File: config.mk
export PLATFORM = sky130hd
export DESIGN_NAME = puf_delay_char
export DESIGN_NICKNAME = d
export VERILOG_FILES = /design/src/rtl/puf_char_pkg.sv /design/src/rtl/puf_char_seq.sv /design/src/rtl/puf_char_store.sv /design/src/rtl/puf_char_predict.sv /design/src/rtl/puf_delay_char.sv
export SDC_FILE = /design/constraint.sdc
export NUM_CORES = 1
export LEC_CHECK = 0
export BUFFER_PORTS_ARGS = -buffer_cell sky130_fd_sc_hd__buf_4
export CORE_UTILIZATION = 58
export DETAILED_ROUTE_END_ITERATION = 10
export HOLD_SLACK_MARGIN = 0.03
export PLACE_DENSITY = 0.84
export SYNTH_ARGS = -nofsm -noshare
export SYNTH_HDL_FRONTEND = slang
export SYNTH_HIERARCHICAL = 1
export SYNTH_SLANG_ARGS = --single-unit
File: constraint.sdc
create_clock -name clk -period 7.52 [get_ports clk]
set_input_delay 0.752 -clock clk [delete_from_list [all_inputs] [get_ports clk]]
set_output_delay 0.752 -clock clk [all_outputs]
set_load 0.05 [all_outputs]
File: src/rtl/puf_char_pkg.sv
// Shared types for the delay-model characterisation block.
// Assumes: nothing beyond IEEE 1800-2017.
package puf_char_pkg;
    typedef enum logic [1:0] {
        SQ_IDLE = 2'd0,
        SQ_ASK  = 2'd1,
        SQ_GAP  = 2'd2,
        SQ_DONE = 2'd3
    } sq_state_e;
endpackage

File: src/rtl/puf_char_seq.sv
// Sweep sequencer: issues N+2 measurement requests (zero challenge, each
// single-bit challenge from stage 0 up, zero challenge again), holds each
// challenge until acknowledged, and leaves one idle cycle between requests.
// Assumes: the acknowledge is only meaningful while the request is raised.
module puf_char_seq
    import puf_char_pkg::*;
#(
    parameter int N  = 8,
    parameter int IW = 4
) (
    input  logic          clk,
    input  logic          rst_n,
    input  logic          start_i,
    input  logic          meas_ack_i,
    output logic          meas_req_o,
    output logic [N-1:0]  chal_o,
    output logic          cap_o,
    output logic [IW-1:0] cap_idx_o,
    output logic          start_ok_o,
    output logic          busy_o,
    output logic          done_o
);
    localparam logic [IW-1:0] LAST = IW'(N + 1);

    sq_state_e     state;
    logic [IW-1:0] idx;

    // State and request index progression.
    always_ff @(posedge clk) begin
        if (!rst_n) begin
            state <= SQ_IDLE;
            idx   <= '0;
        end else begin
            case (state)
                SQ_IDLE, SQ_DONE: begin
                    if (start_i) begin
                        state <= SQ_ASK;
                        idx   <= '0;
                    end
                end
                SQ_ASK: begin
                    if (meas_ack_i) begin
                        state <= (idx == LAST) ? SQ_DONE : SQ_GAP;
                    end
                end
                SQ_GAP: begin
                    idx   <= idx + 1'b1;
                    state <= SQ_ASK;
                end
                default: state <= SQ_IDLE;
            endcase
        end
    end

    // Challenge decode: index 0 and N+1 give zero, index k sets bit k-1.
    always_comb begin
        for (int i = 0; i < N; i++) begin
            chal_o[i] = (idx == IW'(i + 1));
        end
    end

    assign meas_req_o = (state == SQ_ASK);
    assign cap_o      = (state == SQ_ASK) && meas_ack_i;
    assign cap_idx_o  = idx;
    assign start_ok_o = start_i && ((state == SQ_IDLE) || (state == SQ_DONE));
    assign busy_o     = (state == SQ_ASK) || (state == SQ_GAP);
    assign done_o     = (state == SQ_DONE);

    // challenge and request held while waiting for the acknowledge.
    p_chal_stable_r3: assert property (@(posedge clk) disable iff (!rst_n)
        (meas_req_o && !meas_ack_i) |=> ($stable(chal_o) && meas_req_o));

    // an accepted acknowledge drops the request for a cycle.
    p_gap_after_ack_r4: assert property (@(posedge clk) disable iff (!rst_n)
        (meas_req_o && meas_ack_i) |=> !meas_req_o);

    // at most one challenge bit set during a request.
    p_single_bit_r2: assert property (@(posedge clk) disable iff (!rst_n)
        meas_req_o |-> $onehot0(chal_o));

    // completion only follows an acknowledge.
    p_done_after_ack_r10: assert property (@(posedge clk) disable iff (!rst_n)
        $rose(done_o) |-> $past(meas_ack_i));
endmodule

File: src/rtl/puf_char_store.sv
// Model storage: base delay per chain from the opening zero measurement,
// one signed stage contribution per chain from each single-bit measurement,
// and the drift flag from the closing zero measurement.
// Assumes: capture strobes arrive in the sequencer's order, index 0 first.
module puf_char_store #(
    parameter int N  = 8,
    parameter int DW = 16,
    parameter int IW = 4,
    parameter int CW = 17
) (
    input  logic                 clk,
    input  logic                 rst_n,
    input  logic                 cap_i,
    input  logic [IW-1:0]        cap_idx_i,
    input  logic                 start_ok_i,
    input  logic signed [DW-1:0] meas_top_i,
    input  logic signed [DW-1:0] meas_bot_i,
    input  logic [DW-1:0]        thr_i,
    output logic signed [DW-1:0] base_top_o,
    output logic signed [DW-1:0] base_bot_o,
    output logic [N*CW-1:0]      coef_top_o,
    output logic [N*CW-1:0]      coef_bot_o,
    output logic                 drift_o
);
    logic signed [CW-1:0] dt_top, dt_bot;
    logic [CW-1:0]        abs_top, abs_bot;

    // Difference of the incoming measurement from the stored base.
    always_comb begin
        dt_top  = CW'(meas_top_i) - CW'(base_top_o);
        dt_bot  = CW'(meas_bot_i) - CW'(base_bot_o);
        abs_top = dt_top[CW-1] ? $unsigned(-dt_top) : $unsigned(dt_top);
        abs_bot = dt_bot[CW-1] ? $unsigned(-dt_bot) : $unsigned(dt_bot);
    end

    // Base delays from the opening zero-challenge measurement.
    always_ff @(posedge clk) begin
        if (!rst_n) begin
            base_top_o <= '0;
            base_bot_o <= '0;
        end else if (cap_i && (cap_idx_i == '0)) begin
            base_top_o <= meas_top_i;
            base_bot_o <= meas_bot_i;
        end
    end

    // One contribution register pair per stage.
    for (genvar g = 0; g < N; g++) begin : g_stage
        logic signed [CW-1:0] ct, cb;
        always_ff @(posedge clk) begin
            if (!rst_n) begin
                ct <= '0;
                cb <= '0;
            end else if (cap_i && (cap_idx_i == IW'(g + 1))) begin
                ct <= dt_top;
                cb <= dt_bot;
            end
        end
        assign coef_top_o[g*CW +: CW] = ct;
        assign coef_bot_o[g*CW +: CW] = cb;
    end

    // Drift flag from the closing zero-challenge measurement.
    always_ff @(posedge clk) begin
        if (!rst_n) begin
            drift_o <= 1'b0;
        end else if (start_ok_i) begin
            drift_o <= 1'b0;
        end else if (cap_i && (cap_idx_i == IW'(N + 1))) begin
            drift_o <= (abs_top > CW'(thr_i)) || (abs_bot > CW'(thr_i));
        end
    end

    // the flag only rises on the closing measurement.
    p_drift_on_close_r9: assert property (@(posedge clk) disable iff (!rst_n)
        $rose(drift_o) |-> $past(cap_i && (cap_idx_i == IW'(N + 1))));
endmodule

File: src/rtl/puf_char_predict.sv
// Predictor: sums each chain's base and selected stage contributions in
// accumulators wide enough for full-scale inputs, and registers the sign
// of the top-minus-bottom difference one cycle after the request.
// Assumes: ready_i is high only while the stored model is complete.
module puf_char_predict #(
    parameter int N  = 8,
    parameter int DW = 16,
    parameter int CW = 17,
    parameter int SW = 22
) (
    input  logic                 clk,
    input  logic                 rst_n,
    input  logic                 req_i,
    input  logic [N-1:0]         chal_i,
    input  logic                 ready_i,
    input  logic signed [DW-1:0] base_top_i,
    input  logic signed [DW-1:0] base_bot_i,
    input  logic [N*CW-1:0]      coef_top_i,
    input  logic [N*CW-1:0]      coef_bot_i,
    output logic                 valid_o,
    output logic                 resp_o,
    output logic                 err_o
);
    logic signed [SW-1:0] term_t [N];
    logic signed [SW-1:0] term_b [N];
    logic signed [SW-1:0] tot_t, tot_b;
    logic signed [SW:0]   diff;
    logic                 pos;

    // Per-stage selected contributions, sign-extended.
    for (genvar g = 0; g < N; g++) begin : g_term
        assign term_t[g] = chal_i[g] ? SW'(signed'(coef_top_i[g*CW +: CW])) : '0;
        assign term_b[g] = chal_i[g] ? SW'(signed'(coef_bot_i[g*CW +: CW])) : '0;
    end

    // Chain totals and their difference.
    always_comb begin
        tot_t = SW'(base_top_i);
        tot_b = SW'(base_bot_i);
        for (int i = 0; i < N; i++) begin
            tot_t = tot_t + term_t[i];
            tot_b = tot_b + term_b[i];
        end
        diff = (SW+1)'(tot_t) - (SW+1)'(tot_b);
        pos  = !diff[SW] && (diff != '0);
    end

    // Registered result, one cycle after the request.
    always_ff @(posedge clk) begin
        if (!rst_n) begin
            valid_o <= 1'b0;
            resp_o  <= 1'b0;
            err_o   <= 1'b0;
        end else begin
            valid_o <= req_i;
            if (req_i) begin
                err_o  <= !ready_i;
                resp_o <= ready_i && pos;
            end
        end
    end

    // a request yields a valid result next cycle.
    p_valid_latency_r7: assert property (@(posedge clk) disable iff (!rst_n)
        req_i |=> valid_o);

    // no result without a request.
    p_no_spurious_r7: assert property (@(posedge clk) disable iff (!rst_n)
        !req_i |=> !valid_o);

    // a request before completion reports invalid.
    p_not_ready_r8: assert property (@(posedge clk) disable iff (!rst_n)
        (req_i && !ready_i) |=> (err_o && !resp_o));
endmodule

File: src/rtl/puf_delay_char.sv
// Top level: characterises a two-chain delay function from N+2 measurement
// pairs and predicts its response for arbitrary challenges.
// Assumes: the external instrument returns signed DW-bit chain delays.
module puf_delay_char #(
    parameter int N  = 8,
    parameter int DW = 16
) (
    input  logic                 clk,
    input  logic                 rst_n,
    input  logic                 start_i,
    input  logic [DW-1:0]        drift_thr_i,
    output logic [N-1:0]         chal_o,
    output logic                 meas_req_o,
    input  logic                 meas_ack_i,
    input  logic signed [DW-1:0] meas_top_i,
    input  logic signed [DW-1:0] meas_bot_i,
    input  logic                 pred_req_i,
    input  logic [N-1:0]         pred_chal_i,
    output logic                 pred_valid_o,
    output logic                 pred_resp_o,
    output logic                 pred_err_o,
    output logic                 busy_o,
    output logic                 done_o,
    output logic                 drift_o
);
    localparam int IW = $clog2(N + 2);
    localparam int CW = DW + 1;
    localparam int SW = DW + 2 + $clog2(N + 1);

    logic                 cap;
    logic [IW-1:0]        cap_idx;
    logic                 start_ok;
    logic signed [DW-1:0] base_top, base_bot;
    logic [N*CW-1:0]      coef_top, coef_bot;

    puf_char_seq #(.N(N), .IW(IW)) u_seq (
        .clk        (clk),
        .rst_n      (rst_n),
        .start_i    (start_i),
        .meas_ack_i (meas_ack_i),
        .meas_req_o (meas_req_o),
        .chal_o     (chal_o),
        .cap_o      (cap),
        .cap_idx_o  (cap_idx),
        .start_ok_o (start_ok),
        .busy_o     (busy_o),
        .done_o     (done_o)
    );

    puf_char_store #(.N(N), .DW(DW), .IW(IW), .CW(CW)) u_store (
        .clk        (clk),
        .rst_n      (rst_n),
        .cap_i      (cap),
        .cap_idx_i  (cap_idx),
        .start_ok_i (start_ok),
        .meas_top_i (meas_top_i),
        .meas_bot_i (meas_bot_i),
        .thr_i      (drift_thr_i),
        .base_top_o (base_top),
        .base_bot_o (base_bot),
        .coef_top_o (coef_top),
        .coef_bot_o (coef_bot),
        .drift_o    (drift_o)
    );

    puf_char_predict #(.N(N), .DW(DW), .CW(CW), .SW(SW)) u_pred (
        .clk        (clk),
        .rst_n      (rst_n),
        .req_i      (pred_req_i),
        .chal_i     (pred_chal_i),
        .ready_i    (done_o),
        .base_top_i (base_top),
        .base_bot_i (base_bot),
        .coef_top_i (coef_top),
        .coef_bot_i (coef_bot),
        .valid_o    (pred_valid_o),
        .resp_o     (pred_resp_o),
        .err_o      (pred_err_o)
    );

    // never busy and done at once.
    p_busy_done_excl_r10: assert property (@(posedge clk) disable iff (!rst_n)
        !(busy_o && done_o));
endmodule

# == Word-level counts from Yosys, hierarchy flattened ==
# Cells that the tools add are included.
# word_totals
regBits,314
inputBits,61
out_inout_bits,15
word_cells,114
# classes
addsub,22
n_lt_le_gt_ge,2
n_eq_ne,14
mux,24
n_bitwise,1
reduce_logical,27
# op_table
op,count
2-to-1 mux 22 bit,16
adder 22 bit,14
adder 16 x 22 -> 22 bit,2
> comparator 17 x 16 -> 1 bit,2
2-to-1 mux 17 bit,2
negation 17 bit,2
subtractor 16 x 16 -> 17 bit,2
nonzero test 23 bit,1
subtractor 22 x 22 -> 23 bit,1
"equality test 4 x 3 -> 1 bit, second input constant",4
logical AND 1 bit,14
"equality test 4 x 2 -> 1 bit, second input constant",2
"equality test 4 bit, second input constant",2
case mux 4 bit (2 select lines),1
case mux 2 bit (3 select lines),1
"adder 4 x 1 -> 4 bit, second input constant",1
"equality test 2 bit, second input constant",2
"equality test 4 x 1 -> 1 bit, second input constant",1
zero test 4 bit,1
2-to-1 mux 2 bit,2
2-to-1 mux 4 bit,1
AND reduction 2 bit,2
OR reduction 2 bit,2
logical OR 1 bit,3
8 further kinds,9

# == Depth between registers and ports, before layout ==
# logic_depth
depth_word,13
ltp_mapped,31
ltp_nobuf,30

# == Hierarchy ==
# The synthesis kept the hierarchy.
# modules_own_cells
mod,instances,cells_each,area_each_um2,seq_area_each_um2
puf_char_store,1,1757,14470.1,6105.9
puf_char_predict,1,1279,10556.4,60.1
puf_char_seq,1,57,462.9,120.1

# == Worst setup path after synthesis ==
# Ideal clock, no wire load.
# synth_path
path_kind,in2reg
startpoint,in pred_chal_i[7]
endpoint,reg u_pred.resp_o
setup_time_ns,0.120
arrival_time_ns,7.361
required_ns,7.400
path_slack_ns,0.040
stages,31
path_buffers,2
path_cell_list,clkbuf_1 > clkbuf_1 > nand2_1 > fa_1 > inv_1 > fa_1 > fa_1 > inv_1 > fa_1 > inv_1 > ha_1 > inv_1 > fa_1 > nor2b_1 > o21ai_1 > a2111oi_0 > nor2_1 > a21oi_1 > a41oi_1 > a21oi_1 > mux2i_1 > nand2_1 > ha_1 > nor3b_1 > a2111oi_0 > nand4_1 > nor4_1 > nand4b_1 > nor4_4 > nand4_1 > o31a_1
# synth_between
elab_chain_len,6
elab_cells_between_ends,9
cone_classes,3 x add/sub; 2 x mux; 4 x reduce/logical
# synth_lines
element,line_no,source
from (decl),puf_delay_char.sv:18,"input logic [N-1:0] pred_chal_i,"
"2-to-1 mux 22 bit, on equally long branches","puf_char_predict.sv:32, puf_char_predict.sv:33",
"adder 22 bit, on equally long branches","puf_char_predict.sv:41, puf_char_predict.sv:42",
subtractor 22 x 22 -> 23 bit *,puf_char_predict.sv:44,diff = (SW+1)'(tot_t) - (SW+1)'(tot_b);
nonzero test 23 bit / zero test 1 bit (equally long branches),puf_char_predict.sv:45,pos = !diff[SW] && (diff != '0);
logical AND 1 bit *,puf_char_predict.sv:45,
logical AND 1 bit *,puf_char_predict.sv:58,resp_o <= ready_i && pos;
to (signal assigned),puf_char_predict.sv:58,
to (decl),puf_char_predict.sv:21,"output logic resp_o,"
# Mark *: on every way between the ends. The rest lies on a longest branch, timed or not.
# A chain may end at the register's enable or synchronous reset.

# == Final worst setup path ==
# layout_path
startpoint,in pred_chal_i[5]
endpoint,reg u_pred.resp_o
# layout_between
elab_chain_len,8
elab_cells_between_ends,13
cone_classes,7 x add/sub; 2 x mux; 4 x reduce/logical
# layout_lines
element,line_no
"2-to-1 mux 22 bit, on equally long branches","puf_char_predict.sv:32, puf_char_predict.sv:33"
"adder 22 bit, on equally long branches (3 in series)","puf_char_predict.sv:41, puf_char_predict.sv:42"
subtractor 22 x 22 -> 23 bit *,puf_char_predict.sv:44
nonzero test 23 bit / zero test 1 bit (equally long branches),puf_char_predict.sv:45
logical AND 1 bit *,puf_char_predict.sv:45
logical AND 1 bit *,puf_char_predict.sv:58
# Marks and branches as above.

==> metrics.md <==
| Metric | Value |
|---|---|
| Max Cap Viol | `0` |
| Most frequent cell after synthesis | `nand2_1` |
| Vias per cell | `5.81` |
| Syn Nets | `3540` |
| Avg Inst Size Synth | `8.24 µm²` |
| Non-Filler Instances | `3755` |
| Hold depth | `2` |
| Mean routed wirelength per cell | `19.3 µm` |
| Worst endpoint required time | `7.94 ns` |
| DP Area | `27000 µm²` |
| Critical Path Slowest Stage Cell | `fa_1` |
| Clk_skew | `0.0190 ns` |
| Post-DP HPWL | `54200 µm` |
| Clock edge transition at the registers on the reported setup and hold paths | `0.06 ns` |
| Tightest Pin Transition | `1.41 ns` |
| GP Congestion | `0.972` |
| Internal Pwr Total | `3.24 mW` |
| Htree depth | `2` |
| Total power | `4.81 mW` |
| Unrepaired setup endpoints after global routing | `no` |
| Main flop type after synthesis | `dfxtp_1` |
| Maximum root-to-sink buffer count | `3` |
| Total core area | `43200 µm²` |
| Reg2Reg Setup Slack | `0.41 ns` |
| Synth cell types | `90` |
| Number of global-route vias before repair | `22700` |
| Clock power share | `0.371` |
| Post-synthesis cell area | `25500 µm²` |
| CTS tree | `yes` |
| Cts bufs inserted | `37` |
| Via count | `21800` |
| Placed Instances | `3689` |
| R2R Path End | `u_pred/resp_o` |
| Startpoint of the worst hold path | `pred_req_i` |
| Slew margin rel. | `0.0559` |
| Hold Vio Cnt, Final | `0` |
| Area growth syn-to-layout | `10.8%` |
| Final Max Slew Viols | `0` |
| First-pass GRT wire length | `117000 µm` |
| Crit Path Class | `input port to flip-flop` |
| Reg2reg path depth | `30` |
| Yosys top cell area share | `0.247` |
| Status | `completed` |
| Routed Antenna Nets | `0` |
| #FFs+latches synth | `314` |
| I/O pin cnt | `76` |
| CTS sink count | `314` |
| Max VDD drop | `0.185 mV` |
| Post-CTS setup buffer count | `0` |
| Max incr delay on CP | `0.57 ns` |
| Sw power | `1.58 mW` |
| PnR worst setup slack | `0.314 ns` |
| Hold Path Class | `input port to flip-flop` |
| Post-place setup slack | `-0.449 ns` |
| TritonRoute pass-1 iters | `5` |
| Share of layout cells above drive strength 1 | `0.0906` |
| Port Buffer Count | `75` |
| CP dominant cell by count | `fa_1` |
| Post-Synthesis Cells | `3093` |
| DRT iter0 DRCs | `1800` |
| Post-synth EDFFs | `0` |
| Initial antenna violation count | `2` |
| Period utilization | `0.958` |
| Max frequency | `0.139 GHz` |
| Pwr dens | `170 nW/µm²` |
| Drt total wl | `72400 µm` |
| RR Startpoint | `u_store/base_top_o[2]` |
| Largest net degree at the start of global routing | `122` |
| Data arrival, critical path | `7.63 ns` |
| Crit path time final | `7.21 ns` |
| Synth top cells by count | `nand2_1 (673), inv_1 (418), dfxtp_1 (314)` |
| Synth warnings | `6` |
| CTS Hold Bufs | `0` |
| Crit Path Max Fanout | `10` |
| Setup crit start kind | `input port` |
| Async SR Flop Fraction | `0` |
| Cell Rows | `76` |
| Sw Ratio | `0.328` |
| Gate power share | `0.277` |
| DRC | `0` |
| Final Instance Area | `28200 µm²` |
| P_leak | `13.1 nW` |
| Setup-failing EPs final | `0` |
| GRT Util Overall | `0.335` |
| CTS resizes | `0` |
| Grt ovf | `0` |
| Final net count | `3590` |
| Die X | `212 µm` |
| Cell taking the most area after synthesis | `dfxtp_1` |
| Die span in y | `212 µm` |
| Starting density of the core | `0.590` |
| Seq pwr share | `0.352` |
| Top cells by area, synth | `dfxtp_1 (25%), fa_1 (19%), nand2_1 (9.9%)` |
| Crit end category | `flip-flop` |
| Clock Tree Root | `clkbuf_16` |
| Hold-critical path endpoint | `u_pred/valid_o` |
| Total die area | `44800 µm²` |
| Register area share after synthesis | `0.247` |
| Worst-Skew Late Latency | `0.54 ns` |
-- layer usage --
metal | routed length [µm] | vias to the layer above | global-route usage
met1 | 27100 | 10500 | 0.397
met2 | 34200 | 994 | 0.563
met5 | 13 | - | 0
li1 | - | 9988 | -
met3 | 5920 | 314 | 0.0533
met4 | 5240 | 2 | 0.222
-- cell type report --
class	count	area, µm²
Antenna cell	1	2.50
Clock buffer	54	1060
Clock inverter	11	114
Fill cell	3444	14900
Inverter	418	1570
Multi-Input combinational cell	2198	17100
Sequential cell	314	6290
Tap cell	585	732
Timing Repair Buffer	174	1380
-- state kept, by name, indices dropped and copies added, names as in the netlist --
signal,count
u_store/g_stage.cb,136
u_store/g_stage.ct,136
u_store/base_bot_o,16
u_store/base_top_o,16
u_seq/cap_idx_o,4
u_seq/state,2
u_pred/err_o,1
u_pred/resp_o,1
u_pred/valid_o,1
u_store/drift_o,1
-- power groups by stage --
stage               Sequential, mW  Clock [mW]  Combinational, mW
CTS                           1.69        1.80               1.30
detailed placement            1.73           0               1.29
global route                  1.70        1.87               1.44
finish                        1.69        1.79               1.33
global placement              1.73           0               1.25
floorplan                     1.73           0              0.900
-- worst max path at each step --
stage          slack [ns]             to            from
2_1_floorplan        0.04  u_pred/resp_o  pred_chal_i[7]
3_3_place_gp        -0.16  u_pred/resp_o  pred_chal_i[5]
3_5_place_dp        -0.45  u_pred/resp_o  pred_chal_i[7]
4_1_cts              0.07  u_pred/resp_o  pred_chal_i[5]
5_1_grt              0.01  u_pred/resp_o  pred_chal_i[5]
6_report             0.31  u_pred/resp_o  pred_chal_i[5]
-- per-stage QoR --
stage                     hold slack, ns   util  setup TNS [ns]
final                              0.445  0.654               0
after global routing               0.446  0.654               0
after CTS                          0.431  0.653               0
after detailed placement           0.446  0.626          -0.449
after global placement             0.442  0.626          -0.162
after floorplan                    0.430      -               0
-- critical path: cells and delay by family --
kind	cells	cell delay, ns
buffers and inverters	5	0.57
adders and majority gates	6	2.71
AOI/OAI and AO/OA	10	2.25
xor gates and xnor gates	1	0.24
and+or+nand+nor	7	1.08
-- logic make-up (layout without fill, tap and decap cells) --
logic type | count (synthesis) | after routing | share of synthesized area
other | 0 | 1 | 0
flip-flops | 314 | 314 | 0.247
AND/OR/NAND/NOR | 1126 | 1126 | 0.203
adder cells (fa/ha/maj) | 386 | 386 | 0.262
multiplexers | 9 | 9 | 0.00363
XOR/XNOR | 91 | 91 | 0.0316
AO/OA/AOI/OAI | 586 | 586 | 0.166
buffers and inverters | 581 | 657 | 0.0868
-- cells in the final DEF (no fill, tap or decap), types with 12 or more instances in the layout --
cell type	count
nand2_1	671
inv_1	418
dfxtp_1	314
fa_1	247
and2_1	186
buf_4	167
a21boi_0	163
ha_1	139
o21ai_0	105
nor2_1	93
a21oi_1	87
o211a_1	59
xnor2_1	55
clkbuf_16	39
xor2_1	34
a21o_1	29
nor2b_1	29
nor3_1	25
nand3_1	19
o21a_1	18
nand2b_1	14
a31oi_1	13
clkbuf_1	12
nand4_1	12
No activity file was read; power rests on OpenSTA's default activity.
